## config.mk

```make
export PLATFORM = sky130hd
export DESIGN_NAME = hs_gate_shim
export DESIGN_NICKNAME = d
export VERILOG_FILES = /design/src/rtl/hsg_pkg.sv /design/src/rtl/hsg_datapath.sv /design/src/rtl/hsg_control.sv /design/src/rtl/hs_gate_shim.sv
export SDC_FILE = /design/constraint.sdc
export NUM_CORES = 1
export LEC_CHECK = 0
export ABC_AREA = 1
export CORE_MARGIN = 2
export CORE_UTILIZATION = 52
export DETAILED_ROUTE_END_ITERATION = 16
export DONT_BUFFER_PORTS = 1
export HOLD_SLACK_MARGIN = 0.15
export PLACE_DENSITY = 0.69
export SLEW_MARGIN = 10
export SYNTH_ARGS = -nofsm -noshare
export SYNTH_HDL_FRONTEND = slang
export SYNTH_SLANG_ARGS = --single-unit
```

## constraint.sdc

```tcl
create_clock -name clk -period 1.9 [get_ports clk]
set_input_delay 0.38 -clock clk [delete_from_list [all_inputs] [get_ports clk]]
set_output_delay 0.38 -clock clk [all_outputs]
set_load 0.01 [all_outputs]
```

## src/rtl/hsg_pkg.sv

```systemverilog
package hsg_pkg;

  localparam int CFG_W  = 4;
  localparam int STAT_W = 9;

  localparam int S_STOPEN  = 0;
  localparam int S_GRAN    = 1;
  localparam int S_MODE_LO = 2;
  localparam int S_STOPPED = 4;
  localparam int S_LEFT    = 5;
  localparam int S_QUIET   = 6;
  localparam int S_INPROG  = 7;
  localparam int S_PEND    = 8;

  localparam logic [1:0] MODE_PASSIVE = 2'b00;
  localparam logic [1:0] MODE_NOW     = 2'b01;
  localparam logic [1:0] MODE_EVENT   = 2'b10;

  typedef enum logic [1:0] {
    ST_RUN  = 2'b00,
    ST_HALT = 2'b01,
    ST_STEP = 2'b10
  } gateState_e;

  // control -> datapath
  typedef struct packed {
    logic gateOpen;
  } ctlStrobes_t;

  // datapath -> control
  typedef struct packed {
    logic elemDone;
    logic msgDone;
    logic midMsg;
  } dpEvents_t;

endpackage

```

## src/rtl/hsg_datapath.sv

```systemverilog
module hsg_datapath
  import hsg_pkg::*;
#(
  parameter int DATA_W = 32,
  parameter int CNT_W  = 4
) (
  input  logic              clk,
  input  logic              rstN,
  input  ctlStrobes_t       ctl,
  input  logic              upValid,
  output logic              upReady,
  input  logic [DATA_W-1:0] upData,
  input  logic              upLast,
  output logic              dnValid,
  input  logic              dnReady,
  output logic [DATA_W-1:0] dnData,
  output logic              dnLast,
  input  logic              rspValid,
  input  logic              rspReady,
  input  logic              rspLast,
  output dpEvents_t         ev,
  output logic [CNT_W-1:0]  pendCount
);

  localparam logic [CNT_W-1:0] CNT_MAX = {CNT_W{1'b1}};

  logic midMsgQ;
  logic [CNT_W-1:0] cntQ;
  logic elemDone, msgDone, rspDone;

  // gating: both directions of the handshake closed together
  assign dnValid = upValid & ctl.gateOpen;
  assign upReady = dnReady & ctl.gateOpen;
  assign dnData  = upData;
  assign dnLast  = upLast;

  assign elemDone = upValid & dnReady & ctl.gateOpen;
  assign msgDone  = elemDone & upLast;
  assign rspDone  = rspValid & rspReady & rspLast;

  always_ff @(posedge clk) begin
    if (!rstN) begin
      midMsgQ <= 1'b0;
    end else if (msgDone) begin
      midMsgQ <= 1'b0;
    end else if (elemDone) begin
      midMsgQ <= 1'b1;
    end
  end

  always_ff @(posedge clk) begin
    if (!rstN) begin
      cntQ <= '0;
    end else begin
      unique case ({msgDone, rspDone})
        2'b10:   if (cntQ != CNT_MAX) cntQ <= cntQ + 1'b1;
        2'b01:   if (cntQ != '0)      cntQ <= cntQ - 1'b1;
        default: cntQ <= cntQ;
      endcase
    end
  end

  assign ev.elemDone = elemDone;
  assign ev.msgDone  = msgDone;
  assign ev.midMsg   = midMsgQ;
  assign pendCount   = cntQ;

  // counter never wraps upward
  a_r11_sat_high: assert property (@(posedge clk) disable iff (!rstN)
    (pendCount == CNT_MAX && msgDone && !rspDone) |=> pendCount == CNT_MAX);

  // counter never wraps downward
  a_r11_sat_low: assert property (@(posedge clk) disable iff (!rstN)
    (pendCount == '0 && rspDone && !msgDone) |=> pendCount == '0);

  // message end clears the in-progress flag
  a_r11_mid_clear: assert property (@(posedge clk) disable iff (!rstN)
    msgDone |=> !ev.midMsg);

endmodule

```

## src/rtl/hsg_control.sv

```systemverilog
module hsg_control
  import hsg_pkg::*;
(
  input  logic             clk,
  input  logic             rstN,
  input  logic             cfgWrEn,
  input  logic             cfgAddr,
  input  logic [CFG_W-1:0] cfgWrData,
  input  logic             evtPulse,
  input  logic             upValid,
  input  dpEvents_t        ev,
  output ctlStrobes_t      ctl,
  output logic             stopEn,
  output logic             granMsg,
  output logic [1:0]       mode,
  output logic             stopped,
  output logic             leftStop,
  output logic             quiescent
);

  logic       stopEnQ, granMsgQ, stopPendQ, leftQ;
  logic [1:0] modeQ;
  gateState_e stateQ;

  gateState_e stateD;
  logic       pendD, leftD;

  logic cfgWr, cmdWr, modeNow, modeEvt, active;
  logic newStop, stepCmd, runCmd, clrCmd;
  logic unitDone, atBoundary, stopWant;

  assign cfgWr   = cfgWrEn & ~cfgAddr;
  assign cmdWr   = cfgWrEn &  cfgAddr;
  assign modeNow = (modeQ == MODE_NOW);
  assign modeEvt = (modeQ == MODE_EVENT);
  assign active  = modeNow | modeEvt;

  assign newStop = stopEnQ & ((modeEvt & evtPulse) | (modeNow & cmdWr & cfgWrData[0]));
  assign stepCmd = active & cmdWr & cfgWrData[1];
  assign runCmd  = active & cmdWr & cfgWrData[2];
  assign clrCmd  = cmdWr & cfgWrData[3];

  assign unitDone   = granMsgQ ? ev.msgDone : ev.elemDone;
  // a stop may land here without splitting a message
  assign atBoundary = ~granMsgQ | ev.msgDone | (~ev.midMsg & ~ev.elemDone);
  assign stopWant   = stopPendQ | newStop;

  always_comb begin
    stateD = stateQ;
    pendD  = stopPendQ;
    leftD  = clrCmd ? 1'b0 : leftQ;
    unique case (stateQ)
      ST_RUN, ST_STEP: begin
        if (stopWant && atBoundary) begin
          stateD = ST_HALT;
          pendD  = 1'b0;
        end else begin
          if (stopWant) pendD = 1'b1;
          if (stateQ == ST_STEP && unitDone) begin
            stateD = ST_HALT;
            pendD  = 1'b0;
          end
        end
      end
      ST_HALT: begin
        pendD = 1'b0;
        if (runCmd) begin
          stateD = ST_RUN;
          leftD  = 1'b1;
        end else if (stepCmd) begin
          stateD = ST_STEP;
          leftD  = 1'b1;
        end
      end
      default: stateD = ST_RUN;
    endcase
  end

  always_ff @(posedge clk) begin
    if (!rstN) begin
      stopEnQ   <= 1'b0;
      granMsgQ  <= 1'b0;
      modeQ     <= MODE_PASSIVE;
      stateQ    <= ST_RUN;
      stopPendQ <= 1'b0;
      leftQ     <= 1'b0;
    end else begin
      if (cfgWr) begin
        stopEnQ  <= cfgWrData[0];
        granMsgQ <= cfgWrData[1];
        modeQ    <= cfgWrData[3:2];
      end
      stateQ    <= stateD;
      stopPendQ <= pendD;
      leftQ     <= leftD;
    end
  end

  assign stopped      = (stateQ == ST_HALT);
  assign ctl.gateOpen = ~stopped;
  assign quiescent    = stopped & ~upValid;
  assign stopEn       = stopEnQ;
  assign granMsg      = granMsgQ;
  assign mode         = modeQ;
  assign leftStop     = leftQ;

  // a released unit closes the gate again
  a_r7_step_restops: assert property (@(posedge clk) disable iff (!rstN)
    (stateQ == ST_STEP && unitDone) |=> stopped);

  // entering stop at message granularity never splits a message
  a_r4_msg_boundary: assert property (@(posedge clk) disable iff (!rstN)
    ($rose(stopped) && $past(granMsgQ)) |-> !ev.midMsg);

  // passive mode keeps a running gate running
  a_r5_passive_hold: assert property (@(posedge clk) disable iff (!rstN)
    (modeQ == MODE_PASSIVE && stateQ == ST_RUN && !stopPendQ) |=> stateQ == ST_RUN);

  // disabled stop keeps a running gate running
  a_r6_disabled_hold: assert property (@(posedge clk) disable iff (!rstN)
    (!stopEnQ && stateQ == ST_RUN && !stopPendQ) |=> stateQ == ST_RUN);

  // left-stop only rises when leaving the stopped state
  a_r9_left_from_halt: assert property (@(posedge clk) disable iff (!rstN)
    $rose(leftQ) |-> $past(stateQ) == ST_HALT);

endmodule

```

## src/rtl/hs_gate_shim.sv

```systemverilog
module hs_gate_shim
  import hsg_pkg::*;
#(
  parameter int DATA_W = 32,
  parameter int CNT_W  = 4
) (
  input  logic              clk,
  input  logic              rstN,
  input  logic              upValid,
  output logic              upReady,
  input  logic [DATA_W-1:0] upData,
  input  logic              upLast,
  output logic              dnValid,
  input  logic              dnReady,
  output logic [DATA_W-1:0] dnData,
  output logic              dnLast,
  input  logic              rspValid,
  input  logic              rspReady,
  input  logic              rspLast,
  input  logic              evtPulse,
  input  logic              cfgWrEn,
  input  logic              cfgAddr,
  input  logic [CFG_W-1:0]  cfgWrData,
  output logic [STAT_W-1:0] statusWord,
  output logic [CNT_W-1:0]  pendCount
);

  ctlStrobes_t ctl;
  dpEvents_t   ev;
  logic        stopEn, granMsg, stopped, leftStop, quiescent;
  logic [1:0]  mode;

  hsg_control u_ctl (
    .clk       (clk),
    .rstN      (rstN),
    .cfgWrEn   (cfgWrEn),
    .cfgAddr   (cfgAddr),
    .cfgWrData (cfgWrData),
    .evtPulse  (evtPulse),
    .upValid   (upValid),
    .ev        (ev),
    .ctl       (ctl),
    .stopEn    (stopEn),
    .granMsg   (granMsg),
    .mode      (mode),
    .stopped   (stopped),
    .leftStop  (leftStop),
    .quiescent (quiescent)
  );

  hsg_datapath #(.DATA_W(DATA_W), .CNT_W(CNT_W)) u_dp (
    .clk       (clk),
    .rstN      (rstN),
    .ctl       (ctl),
    .upValid   (upValid),
    .upReady   (upReady),
    .upData    (upData),
    .upLast    (upLast),
    .dnValid   (dnValid),
    .dnReady   (dnReady),
    .dnData    (dnData),
    .dnLast    (dnLast),
    .rspValid  (rspValid),
    .rspReady  (rspReady),
    .rspLast   (rspLast),
    .ev        (ev),
    .pendCount (pendCount)
  );

  always_comb begin
    statusWord                         = '0;
    statusWord[S_STOPEN]               = stopEn;
    statusWord[S_GRAN]                 = granMsg;
    statusWord[S_MODE_LO+1:S_MODE_LO]  = mode;
    statusWord[S_STOPPED]              = stopped;
    statusWord[S_LEFT]                 = leftStop;
    statusWord[S_QUIET]                = quiescent;
    statusWord[S_INPROG]               = ev.midMsg;
    statusWord[S_PEND]                 = (pendCount != '0);
  end

  // no transfer can complete while stopped
  a_r2_closed_when_stopped: assert property (@(posedge clk) disable iff (!rstN)
    statusWord[S_STOPPED] |-> (!dnValid && !upReady));

endmodule

```

After elaboration in Yosys (flattened, before gate mapping) --
Index checks and enable logic that the tools add are counted.
Cells by class: equal/unequal tests 12, add/subtract/negate cells 2, bitwise gates (word level) 31, reduce and logical (&&, ||, !) cells 11, multiplexer cells 17
Operator list (number):
- $and 1x1->1 | 19
- $mux 1 | 8
- $mux 2 | 4
- $mux 4 | 2
- $pmux 4 s2 | 1
- $not 1->1 | 7
- $eq 2x1->1 const B | 3
- $eq 2x2->1 const B | 3
- $or 1x1->1 | 5
- $add 4x1->4 const B | 1
- $ne 4x1->1 const B | 1
- $ne 4x4->1 const B | 1
- $pmux 2 s2 | 1
- $reduce_and 2->1 | 2
- $reduce_bool 2->1 | 2
- $reduce_bool 4->1 | 1
- $reduce_or 2->1 | 2
- $sub 4x1->4 const B | 1
- $ne 3x1->1 const B | 1
- $ne 3x3->1 const B | 1
- $reduce_and 3->1 | 1
- $logic_and 1x1->1 | 2
- $logic_not 2->1 | 1
- $ne 2x1->1 const B | 1
- other kinds (2) | 2
Word-level totals: word-level logic and storage cells 81, output and inout port bits 48, register bits 13, input bits 47

Depth between registers and ports, before layout --
Gate-level depths: netlist of the first run.
depth after elaboration 10, depth in mapped cells 12, mapped depth without buffers 12

By module --
A second synthesis of the first run with hierarchy kept.
Second synthesis, totals: cell total of the unflattened synthesis 174, area, all modules 1178.6 um^2
By module, submodules not included:
- hsg_datapath | area an instance 650.6 um^2, seq. area each 100.1 um^2, cells an instance 96, times used 1
- hsg_control | area an instance 479.2 um^2, seq. area each 160.2 um^2, cells an instance 70, times used 1
- hs_gate_shim | area an instance 48.8 um^2, seq. area each 0.0 um^2, cells an instance 8, times used 1

Least setup slack after synthesis of the first run --
No wires, ideal clock.
kind input to register, start in upValid, end reg u_dp.cntQ[2], in the netlist u_dp.pendCount[2], setup time 0.120 ns, slack 0.437 ns, data arrival time 1.343 ns, data required time 1.780 ns, buffers on the path 0, stages on the path 11, cells stage by stage nand2_1 > clkinv_1 > nand3_4 > nand3_1 > nand2_1 > inv_2 > ha_1 > inv_1 > nand2_1 > xor2_1 > a21oi_1
On the way: cells in the longest elaborated chain, start to end 6, elaborated cells between the ends (all ways) 10, classes of those cells eq/ne: 4; mux: 1; bitwise: 3; reduce/logical: 2
Ends and longest elaborated chain:
- start, declared | RTL line hs_gate_shim.sv:9 | input logic upValid,
- $and 1x1->1 (*) (2 in series) | RTL line hsg_datapath.sv:37 | assign elemDone = upValid & dnReady & ctl.gateOpen;
- $and 1x1->1 (*) | RTL line hsg_datapath.sv:38 | assign msgDone = elemDone & upLast;
- $eq 2x2->1 or $eq 2x1->1 (tied branches) | RTL line hsg_datapath.sv:55 | unique case ({msgDone, rspDone})
- $ne 2x1->1 (no line), or another cell as far along
- $reduce_and 3->1 (no line)
- end signal, assigned | RTL line hsg_datapath.sv:56 | 2'b10: if (cntQ != CNT_MAX) cntQ <= cntQ + 1'b1;
- end signal, assigned | RTL line hsg_datapath.sv:57 | 2'b01: if (cntQ != '0) cntQ <= cntQ - 1'b1;
- end signal, assigned | RTL line hsg_datapath.sv:58 | default: cntQ <= cntQ;
- end, declared | RTL line hsg_datapath.sv:28 | logic [CNT_W-1:0] cntQ;
Mark *: on every way between the ends. The rest lies on a longest branch, timed or not. A chain may end at the register's enable or synchronous reset.

Final worst setup path of the first run --
start reg u_ctl.stateQ[0], end reg u_dp.cntQ[2], in the netlist u_dp.pendCount[2]
On the way: cells in the longest elaborated chain, start to end 7, elaborated cells between the ends (all ways) 11, classes of those cells eq/ne: 5; mux: 1; bitwise: 3; reduce/logical: 2
Ends and longest elaborated chain:
- start, declared | RTL line hsg_control.sv:23 | gateState_e stateQ;
- start signal, assigned | RTL line hsg_control.sv:93 | stateQ <= stateD;
- $eq 2x1->1 (*) | RTL line hsg_control.sv:99 | assign stopped = (stateQ == ST_HALT);
- $not 1->1 (*) | RTL line hsg_control.sv:100 | assign ctl.gateOpen = ~stopped;
- $and 1x1->1 (*) | RTL line hsg_datapath.sv:37
- $and 1x1->1 (*) | RTL line hsg_datapath.sv:38
- $eq 2x2->1 or $eq 2x1->1 (tied branches) | RTL line hsg_datapath.sv:55
- $ne 2x1->1 (no line), or another cell as far along
- $reduce_and 3->1 (no line)
Marked as above.

==> results.sh, run 1 <==
export IMPL_outcome="finished, final reports clean"
export IMPL_dieArea_mm2=0.00247
export IMPL_proportion_of_layout_cells_with_a_drive_suffix_above_1_pct=13.2
export IMPL_place_gp_congestion=0.810
export IMPL_place_detailed_hpwl_mm=1.75
export IMPL_ys_warnings_count=0
export IMPL_via_count_of_the_routed_design=792
export IMPL_place_port_buffers=0
export IMPL_leading_area_contributor_after_synthesis="buf_4"
export IMPL_syn_inst=157
export IMPL_post_synth_top_count_cell="buf_4"
export IMPL_main_area_contributors_after_synthesis="buf_4 (27%), dfxtp_1 (24%), inv_1 (6.9%)"
export IMPL_synth_top_cells_by_count="buf_4 (39), inv_1 (20), nand2_1 (18)"
export IMPL_drc=0
export IMPL_drt_iter0_drc=10
export IMPL_route_antenna_remaining_nets=0
export IMPL_worstPathMaxFanout=6
export IMPL_cp_required_ns=2.07
export IMPL_worst_pin_slew_ns=0.314
export IMPL_r2r_start="u_ctl.stateQ[0]"
export IMPL_fin_worst_skew_ns=0.00413
export IMPL_final_period_utilization_pct=81.8
export IMPL_routed_wirelength_mm=2.16
export IMPL_crit_path_max_incr_delay_ns=0.40
export IMPL_maxCapViolations=0
export IMPL_yosys_area_share_adder_pct=3.46
export IMPL_grt_setup_unrepaired="false"
export IMPL_number_of_filler_cells_placed_in_the_layout=225
export IMPL_timing_final_setup_violations=0
export IMPL_vert_die_dim_um=49.7
export IMPL_critical_path_slowest_cell="dfxtp_1"
export IMPL_power_density_mw_per_mm2=717
export IMPL_worst_r2r_path_depth=10
export IMPL_clk_pin_slew_ns=0.08
export IMPL_crit_path_start_kind="flop"
export IMPL_largest_family_of_logic_cells_by_synthesized_area="buffers and inverters"
export IMPL_synth_ff_latch_count=13
export IMPL_synth_cell_types=24
export IMPL_timing_fmax_mhz=643
export IMPL_timing_max_slew_rel_slack_pct=79.1
export IMPL_globalRoute_totalOverflow=0
export IMPL_wl_per_cell_um=14.6
export IMPL_post_drt_via_cell_ratio=5.35
export IMPL_dieWidth_um=49.7
export IMPL_number_of_rows_created_at_floorplan=16
export IMPL_tritoncts_num_sinks=13
export IMPL_post_cts_setup_buffers=0
export IMPL_core_area_mm2=0.00196
export IMPL_io_pins=95
export IMPL_critical_path_top_cell_by_count="nand2_1"
export IMPL_synthMuxAreaShare_pct=0
export IMPL_synth_edff_count=0
export IMPL_cts_root_buffer="clkbuf_4"
export IMPL_synthToLayoutAreaGrowth_pct=-21.9
export IMPL_timing_rr_end="u_dp.pendCount[2]"
export IMPL_ys_seq_area_share_pct=24.0
export IMPL_path_cells="nand2_2, nand3_4, nand3_1, nand2_1, inv_2, ha_1, inv_1, nand2_1, xor2_1, a21oi_1"
export IMPL_cts_tree="yes"
export IMPL_endpoint_kind="flop"
export IMPL_antenna_found_initial=0
export IMPL_initial_core_util_pct=55.4
export IMPL_h_tree_depth=1
export IMPL_cts_max_path_buffers=2
export IMPL_avgSynthCellArea_um2=6.92
export IMPL_finalWorstSetupSlack_ns=0.346
export IMPL_design_final_nets=172
export IMPL_synth_top_cell_area_share_pct=27.0
export IMPL_design_area_um2=848
export IMPL_min_from="rstN"
export IMPL_synthXorXnorAreaFrac_pct=1.61
export IMPL_cts_buffers=3
export IMPL_postSynth_asyncResetShare_pct=0
export IMPL_track_usage_pct=17.1
export IMPL_post_synthesis_compound_gate_area_fraction_pct=13.6
export IMPL_vias_in_the_first_global_route=722
export IMPL_report_final_hold_viol_count=0
export IMPL_vdd_ir_drop_max_mv=0.382
export IMPL_post_cts_hold_buffer_count=0
export IMPL_criticalPathCategory="flop to flop"
export IMPL_grt_first_pass_wirelength_mm=3.21
export IMPL_clock_insertion_delay_worst_skew_ns=0.28
export IMPL_period_minus_slack_ns=1.55
export IMPL_min_path_cells=2
export IMPL_register_to_register_setup_slack_ns=0.35
export IMPL_timing_hold_worst_endpoint="u_ctl.stateQ[0]"
export IMPL_static_leakage_power_nw=0.409
export IMPL_worst_endpoint_arrival_ns=1.73
export IMPL_synth_area_mm2=0.00109
export IMPL_ant_diodes=0
export IMPL_dpl_instance_area_um2=822
export IMPL_dr_pass1_iterations=4
export IMPL_synthFlopType="dfxtp_1"
export IMPL_final_max_slew_viol_count=0
export IMPL_place_worst_setup_slack_ns=0.332
export IMPL_holdCritPathClass="primary input to flop"
export IMPL_timing_setup_tns_ns=0
export IMPL_largest_net_degree_at_the_start_of_global_routing=14
export IMPL_ctsResizeCount=0
export IMPL_synth_fp_nets=207
export IMPL_yosys_area_share_simple_pct=21.7
## cells in the final DEF (no fill, tap or decap), types with 2 or more instances in the layout
cell,instances
inv_1,20
nand3_1,9
clkbuf_4,3
nor2_1,11
o21ai_1,6
and3_2,2
dfxtp_1,13
ha_1,3
o21ai_0,7
a21oi_1,9
xor2_1,2
nand2_2,5
inv_2,3
nand2_1,18
## worst max-delay path by stage
stage	from	to	slack, ns	cells past startpoint
final	u_ctl.stateQ[0]	u_dp.pendCount[2]	0.35	10
after global routing	u_ctl.stateQ[1]	u_dp.pendCount[2]	0.23	12
after CTS	u_ctl.stateQ[1]	u_dp.pendCount[2]	0.36	12
after detailed placement	upValid	u_dp.pendCount[2]	0.33	11
after global placement	upValid	u_dp.pendCount[2]	0.40	11
after floorplan	upValid	u_dp.pendCount[2]	0.44	11
## routing by layer
metal	track usage [%]	vias to the layer above	wire (um)
li1	-	385	-
met5	0	-	0
met1	16.5	350	759
met4	11.6	0	46
met3	9.09	10	320
met2	27.8	47	1040
## where the power goes
group | switching [mW] | internal [mW]
clock network | 0.0938 | 0.0814
logic | 0.0722 | 0.0405
registers | 0.0283 | 0.292
## state kept, by name, indices dropped and copies added (netlist names)
register	cells
u_ctl.mode	2
u_ctl.stopEn	1
u_ctl.leftStop	1
u_ctl.granMsg	1
u_ctl.stopPendQ	1
u_ctl.stateQ	2
u_dp.midMsgQ	1
u_dp.pendCount	4
## through the flow
| stage | instances | total power [mW] | utilization (%) | hold slack, ns |
|---|---|---|---|---|
| after floorplan | 157 | 0.501 | - | 0.433 |
| after global placement | 144 | 0.435 | 41.9 | 0.444 |
| after detailed placement | 144 | 0.439 | 41.9 | 0.453 |
| after CTS | 148 | 0.617 | 43.2 | 0.209 |
| after global routing | 148 | 0.652 | 43.2 | 0.205 |
| final | 148 | 0.608 | 43.2 | 0.224 |
## cell type report
class / count / area [um^2] / share of cell area (%)
multi-input combinational: 80 / 438 / 51.6
sequential: 13 / 260 / 30.7
inverter: 24 / 90.1 / 10.6
tap: 27 / 33.8 / 3.98
clock buffer: 4 / 26.3 / 3.10
## worst max-delay path: cells and delay by family, from the launching register on
kind,cells,cell delay (ns)
AOI/OAI and AO/OA,1,0.07
xor gates and xnor gates,1,0.16
adders and majority gates,1,0.17
buffers and inverters,2,0.09
DFF,1,0.40
and+or+nand+nor,5,0.56
## cells by family (layout without fill, tap and decap cells)
group | Yosys count | count (layout)
adders and majority gates | 3 | 3
buffers and inverters | 64 | 28
AOI/OAI and AO/OA | 27 | 27
DFF | 13 | 13
xor gates and xnor gates | 2 | 2
and+or+nand+nor | 48 | 48
(Power assumes the default switching activity.)
==> run 2, diff against run 1 <==
- PLACE_DENSITY: 0.69 -> 0.72
- clock period: 1.9 -> 1.31 ns (I/O delays scaled with it)
==> run 2 against run 1 <==
  * The run now ends with setup timing left
  * First-iteration DRC count up 130%
  * Fmax rose by 11%
  * Sequential cell count is the same
  * Critical path type unchanged
  * Largest cell class unchanged
==> results.sh, run 2 (synthesis gave the netlist of run 1 again) <==
export IMPL_critical_path_buf_inv_count=3
export IMPL_cts_tree="yes"
export IMPL_core_area_mm2=0.00196
export IMPL_drt_iter0_drc=23
export IMPL_worst_setup_path_startpoint="u_ctl.stateQ[1]"
export IMPL_dieWidth_um=49.7
export IMPL_via_count_of_the_routed_design=975
export IMPL_outcome="finished with violations"
export IMPL_tritoncts_num_sinks=13
export IMPL_cp_required_ns=1.50
export IMPL_initial_core_util_pct=55.4
export IMPL_place_detailed_hpwl_mm=1.88
export IMPL_grt_setup_unrepaired="true"
export IMPL_place_gp_congestion=0.902
export IMPL_largest_net_degree_at_the_start_of_global_routing=12
export IMPL_static_leakage_power_nw=0.571
export IMPL_design_final_nets=202
export IMPL_path_cells="inv_2, nand2_4, nand3_4, nand2_4, buf_4, nand2_2, nand2_4, nor2_2, nand2_1, nand3_1, nand3_1, nand2_1, inv_1"
export IMPL_worst_pin_slew_ns=0.428
export IMPL_globalRoute_totalOverflow=0
export IMPL_routed_wirelength_mm=2.85
export IMPL_cts_root_buffer="clkbuf_4"
export IMPL_r2r_start="u_ctl.stateQ[1]"
export IMPL_place_port_buffers=0
export IMPL_power_density_mw_per_mm2=843
export IMPL_number_of_filler_cells_placed_in_the_layout=180
export IMPL_cp_endpoint="u_dp.pendCount[3]"
export IMPL_failed_checks="setup timing"
export IMPL_finalWorstSetupSlack_ns=-0.0946
export IMPL_report_final_hold_viol_count=0
export IMPL_period_minus_slack_ns=1.40
export IMPL_worst_endpoint_arrival_ns=1.59
export IMPL_register_to_register_setup_slack_ns=-0.09
export IMPL_io_pins=95
export IMPL_worstPathMaxFanout=5
export IMPL_place_worst_setup_slack_ns=-0.0701
export IMPL_layout_common_cells="buf_4 (23), nand2_1 (12), inv_1 (11), inv_2 (10)"
export IMPL_vdd_ir_drop_max_mv=0.546
export IMPL_vert_die_dim_um=49.7
export IMPL_timing_fmax_mhz=712
export IMPL_route_antenna_remaining_nets=0
export IMPL_ant_diodes=0
export IMPL_criticalPathCategory="flop to flop"
export IMPL_maxCapViolations=0
export IMPL_clk_pin_slew_ns=0.09
export IMPL_holdCritPathClass="primary input to flop"
export IMPL_grt_first_pass_wirelength_mm=3.97
export IMPL_critical_path_top_cell_by_count="nand2_4"
export IMPL_synthToLayoutAreaGrowth_pct=16.7
export IMPL_worst_r2r_path_depth=13
export IMPL_cts_max_path_buffers=2
export IMPL_dr_pass1_iterations=4
export IMPL_track_usage_pct=21.2
export IMPL_mostFrequentLayoutCell="buf_4"
export IMPL_timing_max_slew_rel_slack_pct=71.4
export IMPL_number_of_rows_created_at_floorplan=16
export IMPL_post_drt_via_cell_ratio=5.48
export IMPL_vias_in_the_first_global_route=887
export IMPL_endpoint_kind="flop"
export IMPL_wl_per_cell_um=16.0
export IMPL_crit_path_max_incr_delay_ns=0.33
export IMPL_h_tree_depth=1
export IMPL_final_period_utilization_pct=107
export IMPL_critical_path_slowest_cell="dfxtp_2"
export IMPL_cts_buffers=3
export IMPL_dieArea_mm2=0.00247
export IMPL_timing_final_setup_violations=7
export IMPL_critical_path_depth=13
export IMPL_fin_worst_skew_ns=0.00430
export IMPL_drc=0
export IMPL_crit_path_start_kind="flop"
export IMPL_final_max_slew_viol_count=0
export IMPL_antenna_found_initial=0
export IMPL_flip_flop_count_of_the_largest_register_all_copies_and_words_added=4
export IMPL_clock_insertion_delay_worst_skew_ns=0.28
export IMPL_proportion_of_layout_cells_with_a_drive_suffix_above_1_pct=52.3
export IMPL_timing_setup_tns_ns=-0.319
export IMPL_critical_path_top_delay_family="simple AND/OR/NAND/NOR gates"
export IMPL_timing_rr_end="u_dp.pendCount[3]"
[run 2: cell count changes in the layout (fill, tap and decap cells not counted), moves of 6 or more]
cell	change
nand2_1	-6
dfxtp_1	-7
buf_4	+23
inv_1	-9
inv_2	+7
[run 2: how the worst min path moves through the flow]
| stage | start | to | slack [ns] | cells after the start |
|---|---|---|---|---|
| final | rstN | u_dp.pendCount[3] | 0.17 | 4 |
| after global placement | rstN | u_ctl.stateQ[0] | 0.38 | 2 |
| after floorplan | cfgWrData[0] | u_ctl.stopEn | 0.40 | 2 |
| after CTS | rstN | u_dp.pendCount[3] | 0.17 | 4 |
| after global routing | rstN | u_dp.pendCount[3] | 0.18 | 4 |
| after detailed placement | rstN | u_ctl.stateQ[0] | 0.39 | 2 |
[run 2: final cells by class]
type	count	area, um^2	share of cell area [%]
clock buffers	4	26.3	2.07
repair buffers	30	246	19.4
inverters	24	95.1	7.50
well taps	27	33.8	2.67
multi-input cells	80	587	46.3
flip-flops and latches	13	279	22.0
[run 2: metal layers]
layer	share of wire, %	global-route usage [%]	vias up
li1	-	-	442
met3	12	7.58	29
met4	4.9	15.3	0
met5	0	0	-
met1	33	19.4	431
met2	50	38.0	73
[run 2: worst register-to-register path, stage by stage, from the launching register on]
cell and delay (ns):
dfxtp_2 0.33, inv_2 0.07, nand2_4 0.06, nand3_4 0.11
nand2_4 0.06, buf_4 0.13, nand2_2 0.07, nand2_4 0.06
nor2_2 0.09, nand2_1 0.08, nand3_1 0.08, nand3_1 0.08
nand2_1 0.07, inv_1 0.04
[run 2: power by group]
| part | total [mW] | switching [mW] | internal [mW] |
|---|---|---|---|
| Combinational | 0.344 | 0.180 | 0.163 |
| Clock | 0.262 | 0.144 | 0.118 |
| Sequential | 0.463 | 0.0392 | 0.424 |
[run 2: repair_timing]
| action | CTS | global route |
|---|---|---|
| setup buffers | 4 | 4 |
| hold buffers | 4 | 0 |
| hold endpoints to repair | 11 | 0 |
| resized for setup | 21 | 28 |
| setup endpoints to repair | 11 | 13 |
| pin swaps | 6 | 8 |
[run 2: per-stage QoR]
stage          area (um^2)  total power [mW]  hold WS (ns)  std cells  utilization (%)
2_1_floorplan         1110             0.736         0.397        157                -
3_3_place_gp           981             0.695         0.383        162             50.0
6_report              1270              1.07         0.166        178             64.6
5_1_grt               1270              1.12         0.181        178             64.6
3_5_place_dp           981             0.703         0.386        162             50.0
4_1_cts               1150              1.01         0.169        174             58.7
==> run 3, diff against run 2 <==
- SYNTH_HIERARCHICAL: unset -> 1
- clock period: 1.31 -> 1.18 ns (I/O delays scaled with it)
==> run 3 against run 2 <==
  * The run still ends with setup timing left
  * Fmax shrank 5.2%
  * Critical path depth is the same
  * Die area grew 7.8%
  * Sequential power grew 27%
  * Sequential share of layout area shrank 0.98 points
  * Clock power grew 15%
  * First-iteration DRC count shrank 48%
  * Final cell count grew 9.0%
  * Non-clock buffer count shrank 1
  * Count of clock-buffer cells in the layout is the same
  * Utilization shrank 5.4 points
  * Combinational power grew to 2.9 times the previous value
==> results.sh, run 3 <==
export IMPL_flip_flop_count_of_the_largest_register_all_copies_and_words_added=4
export IMPL_synth_edff_count=0
export IMPL_timing_final_setup_violations=11
export IMPL_synthToLayoutAreaGrowth_pct=9.02
export IMPL_clock_insertion_delay_worst_skew_ns=0.29
export IMPL_synth_cell_types=20
export IMPL_worst_pin_slew_ns=0.365
export IMPL_post_drt_via_cell_ratio=5.31
export IMPL_design_area_mm2=0.00128
export IMPL_core_area_mm2=0.00217
export IMPL_final_max_slew_viol_count=0
export IMPL_ant_diodes=0
export IMPL_h_tree_depth=1
export IMPL_grt_first_pass_wirelength_mm=4.08
export IMPL_place_worst_setup_slack_ns=-0.360
export IMPL_mostFrequentLayoutCell="buf_4"
export IMPL_synth_top_cell_area_share_pct=26.1
export IMPL_static_leakage_power_nw=0.601
export IMPL_report_final_hold_viol_count=0
export IMPL_final_period_utilization_pct=126
export IMPL_post_synth_top_count_cell="buf_4"
export IMPL_cp_required_ns=1.40
export IMPL_dr_max_layer_used="met4"
export IMPL_holdCritPathClass="primary input to flop"
export IMPL_largest_net_degree_at_the_start_of_global_routing=13
export IMPL_timing_max_slew_rel_slack_pct=75.6
export IMPL_avgSynthCellArea_um2=6.77
export IMPL_register_to_register_setup_slack_ns=-0.30
export IMPL_globalRoute_totalOverflow=0
export IMPL_outcome="finished with violations"
export IMPL_drc=0
export IMPL_cts_max_path_buffers=2
export IMPL_layout_common_cells="buf_4 (24), nand2_1 (19), inv_1 (18), nor2_1 (12), nand2_2 (9)"
export IMPL_ys_seq_area_share_pct=22.1
export IMPL_cts_root_buffer="clkbuf_4"
export IMPL_fin_worst_skew_ns=0.00700
export IMPL_clk_pin_slew_ns=0.09
export IMPL_vias_in_the_first_global_route=974
export IMPL_number_of_rows_created_at_floorplan=17
export IMPL_place_port_buffers=0
export IMPL_timing_rr_end="u_dp/pendCount[2]"
export IMPL_tritoncts_num_sinks=13
export IMPL_min_path_cells=2
export IMPL_worst_setup_path_startpoint="u_ctl/stateQ[0]"
export IMPL_antenna_found_initial=0
export IMPL_cts_tree="yes"
export IMPL_vdd_ir_drop_max_mv=1.19
export IMPL_dr_pass1_iterations=4
export IMPL_timing_fmax_mhz=675
export IMPL_io_pins=95
export IMPL_synth_area_mm2=0.00118
export IMPL_synth_fp_nets=224
export IMPL_min_from="rstN"
export IMPL_wl_per_cell_um=14.5
export IMPL_grt_setup_unrepaired="true"
export IMPL_crit_path_start_kind="flop"
export IMPL_multiInputGateArea_um2=613
export IMPL_syn_inst=174
export IMPL_track_usage_pct=20.9
export IMPL_main_area_contributors_after_synthesis="buf_4 (26%), dfxtp_1 (22%), inv_1 (8.6%)"
export IMPL_place_gp_congestion=0.939
export IMPL_dpl_instance_area_mm2=0.00107
export IMPL_wl_met3_um=271
export IMPL_initial_core_util_pct=54.3
export IMPL_dieArea_mm2=0.00266
export IMPL_leading_area_contributor_after_synthesis="buf_4"
export IMPL_routed_wirelength_mm=2.81
export IMPL_criticalPathCategory="flop to flop"
export IMPL_dieWidth_um=51.6
export IMPL_finalWorstSetupSlack_ns=-0.302
export IMPL_place_detailed_hpwl_mm=1.91
export IMPL_core_occupancy_in_the_finished_layout_pct=59.2
export IMPL_drt_iter0_drc=12
export IMPL_route_antenna_remaining_nets=0
export IMPL_detail_route_wirelength_met1_mm=1.03
export IMPL_worst_r2r_path_depth=13
export IMPL_timing_setup_tns_ns=-2.27
export IMPL_cts_buffers=3
export IMPL_synth_top_cells_by_count="buf_4 (41), inv_1 (27), nand2_1 (23)"
export IMPL_synthFlopType="dfxtp_1"
export IMPL_vert_die_dim_um=51.6
export IMPL_endpoint_kind="flop"
export IMPL_synth_ff_latch_count=13
export IMPL_period_minus_slack_ns=1.48
export IMPL_power_density_mw_per_mm2=1470
export IMPL_timing_hold_worst_endpoint="u_dp/pendCount[1]"
export IMPL_failed_checks="setup timing"
export IMPL_via_count_of_the_routed_design=1030
export IMPL_met2WireLength_mm=1.43
export IMPL_worstPathMaxFanout=4
export IMPL_r2r_start="u_ctl/stateQ[0]"
export IMPL_ys_warnings_count=6
export IMPL_worst_endpoint_arrival_ns=1.70
export IMPL_proportion_of_layout_cells_with_a_drive_suffix_above_1_pct=45.2
export IMPL_maxCapViolations=0
export IMPL_design_final_nets=217
export IMPL_postSynth_asyncResetShare_pct=0
export IMPL_number_of_filler_cells_placed_in_the_layout=211
export IMPL_layout_area_seq_um2=270
## run 3: worst max-delay path by stage
| stage | to | slack, ns | depth (start not counted) |
|---|---|---|---|
| 5_1_grt | u_dp/pendCount[2] | -0.40 | 13 |
| 4_1_cts | u_dp/pendCount[2] | -0.28 | 13 |
| 2_1_floorplan | u_ctl/stateQ[1] | -0.37 | 14 |
| 3_5_place_dp | u_dp/pendCount[2] | -0.36 | 13 |
| 3_3_place_gp | u_dp/pendCount[2] | -0.26 | 13 |
| 6_report | u_dp/pendCount[2] | -0.30 | 13 |
## run 3: routing by layer
| layer | GRT usage [%] | vias to the layer above |
|---|---|---|
| met2 | 39.3 | 56 |
| li1 | - | 485 |
| met1 | 19.3 | 477 |
| met4 | 8.33 | 0 |
| met3 | 9.48 | 12 |
| met5 | 0 | - |
## run 3: area by class of cell
cell class / count / share of cell area (%)
multi-input cells: 92 / 47.7
clock buffers: 4 / 2.04
flip-flops and latches: 13 / 21.0
repair buffers: 29 / 18.1
inverters: 28 / 8.37
well taps: 28 / 2.73
## run 3: what timing repair did
action / CTS / global route
buffers inserted: 4 / 3
setup endpoints to repair: 13 / 14
endpoints found under the hold margin: 13 / 11
pin swaps: 9 / 11
hold buffers: 2 / 1
gates resized for setup: 21 / 17
## run 3: through the flow
| stage | instances | hold WS (ns) | total power [mW] |
|---|---|---|---|
| 4_1_cts | 190 | 0.0573 | 1.81 |
| 3_3_place_gp | 181 | 0.371 | 1.37 |
| 6_report | 194 | 0.0420 | 1.89 |
| 2_1_floorplan | 174 | 0.357 | 1.27 |
| 3_5_place_dp | 181 | 0.375 | 1.40 |
| 5_1_grt | 194 | 0.0313 | 2.01 |
## run 3: critical path: stages, from the launching register on
cell and delay (ns):
dfxtp_2 0.33, inv_2 0.07, nor2_4 0.04, inv_2 0.07
nand4_4 0.12, nand2_4 0.12, nand2_4 0.05, nand2_2 0.07
inv_2 0.06, ha_4 0.15, inv_2 0.04, nand2_2 0.04
xor2_1 0.13, a21oi_1 0.12
## run 3: cell families (layout without fill, tap and decap cells)
group	after synthesis	after routing	share of synthesized area [%]
xor+xnor	2	2	1.49
buf+inv	69	61	35.0
simple gates	61	61	25.6
compound gates	26	26	12.6
flops	13	13	22.1
fa+ha+maj	3	3	3.19
## run 3: report_power, final
group	internal [mW]	switching (mW)	total [mW]
clock	0.131	0.169	0.301
combinational	0.477	0.526	1.00
sequential	0.518	0.0704	0.589
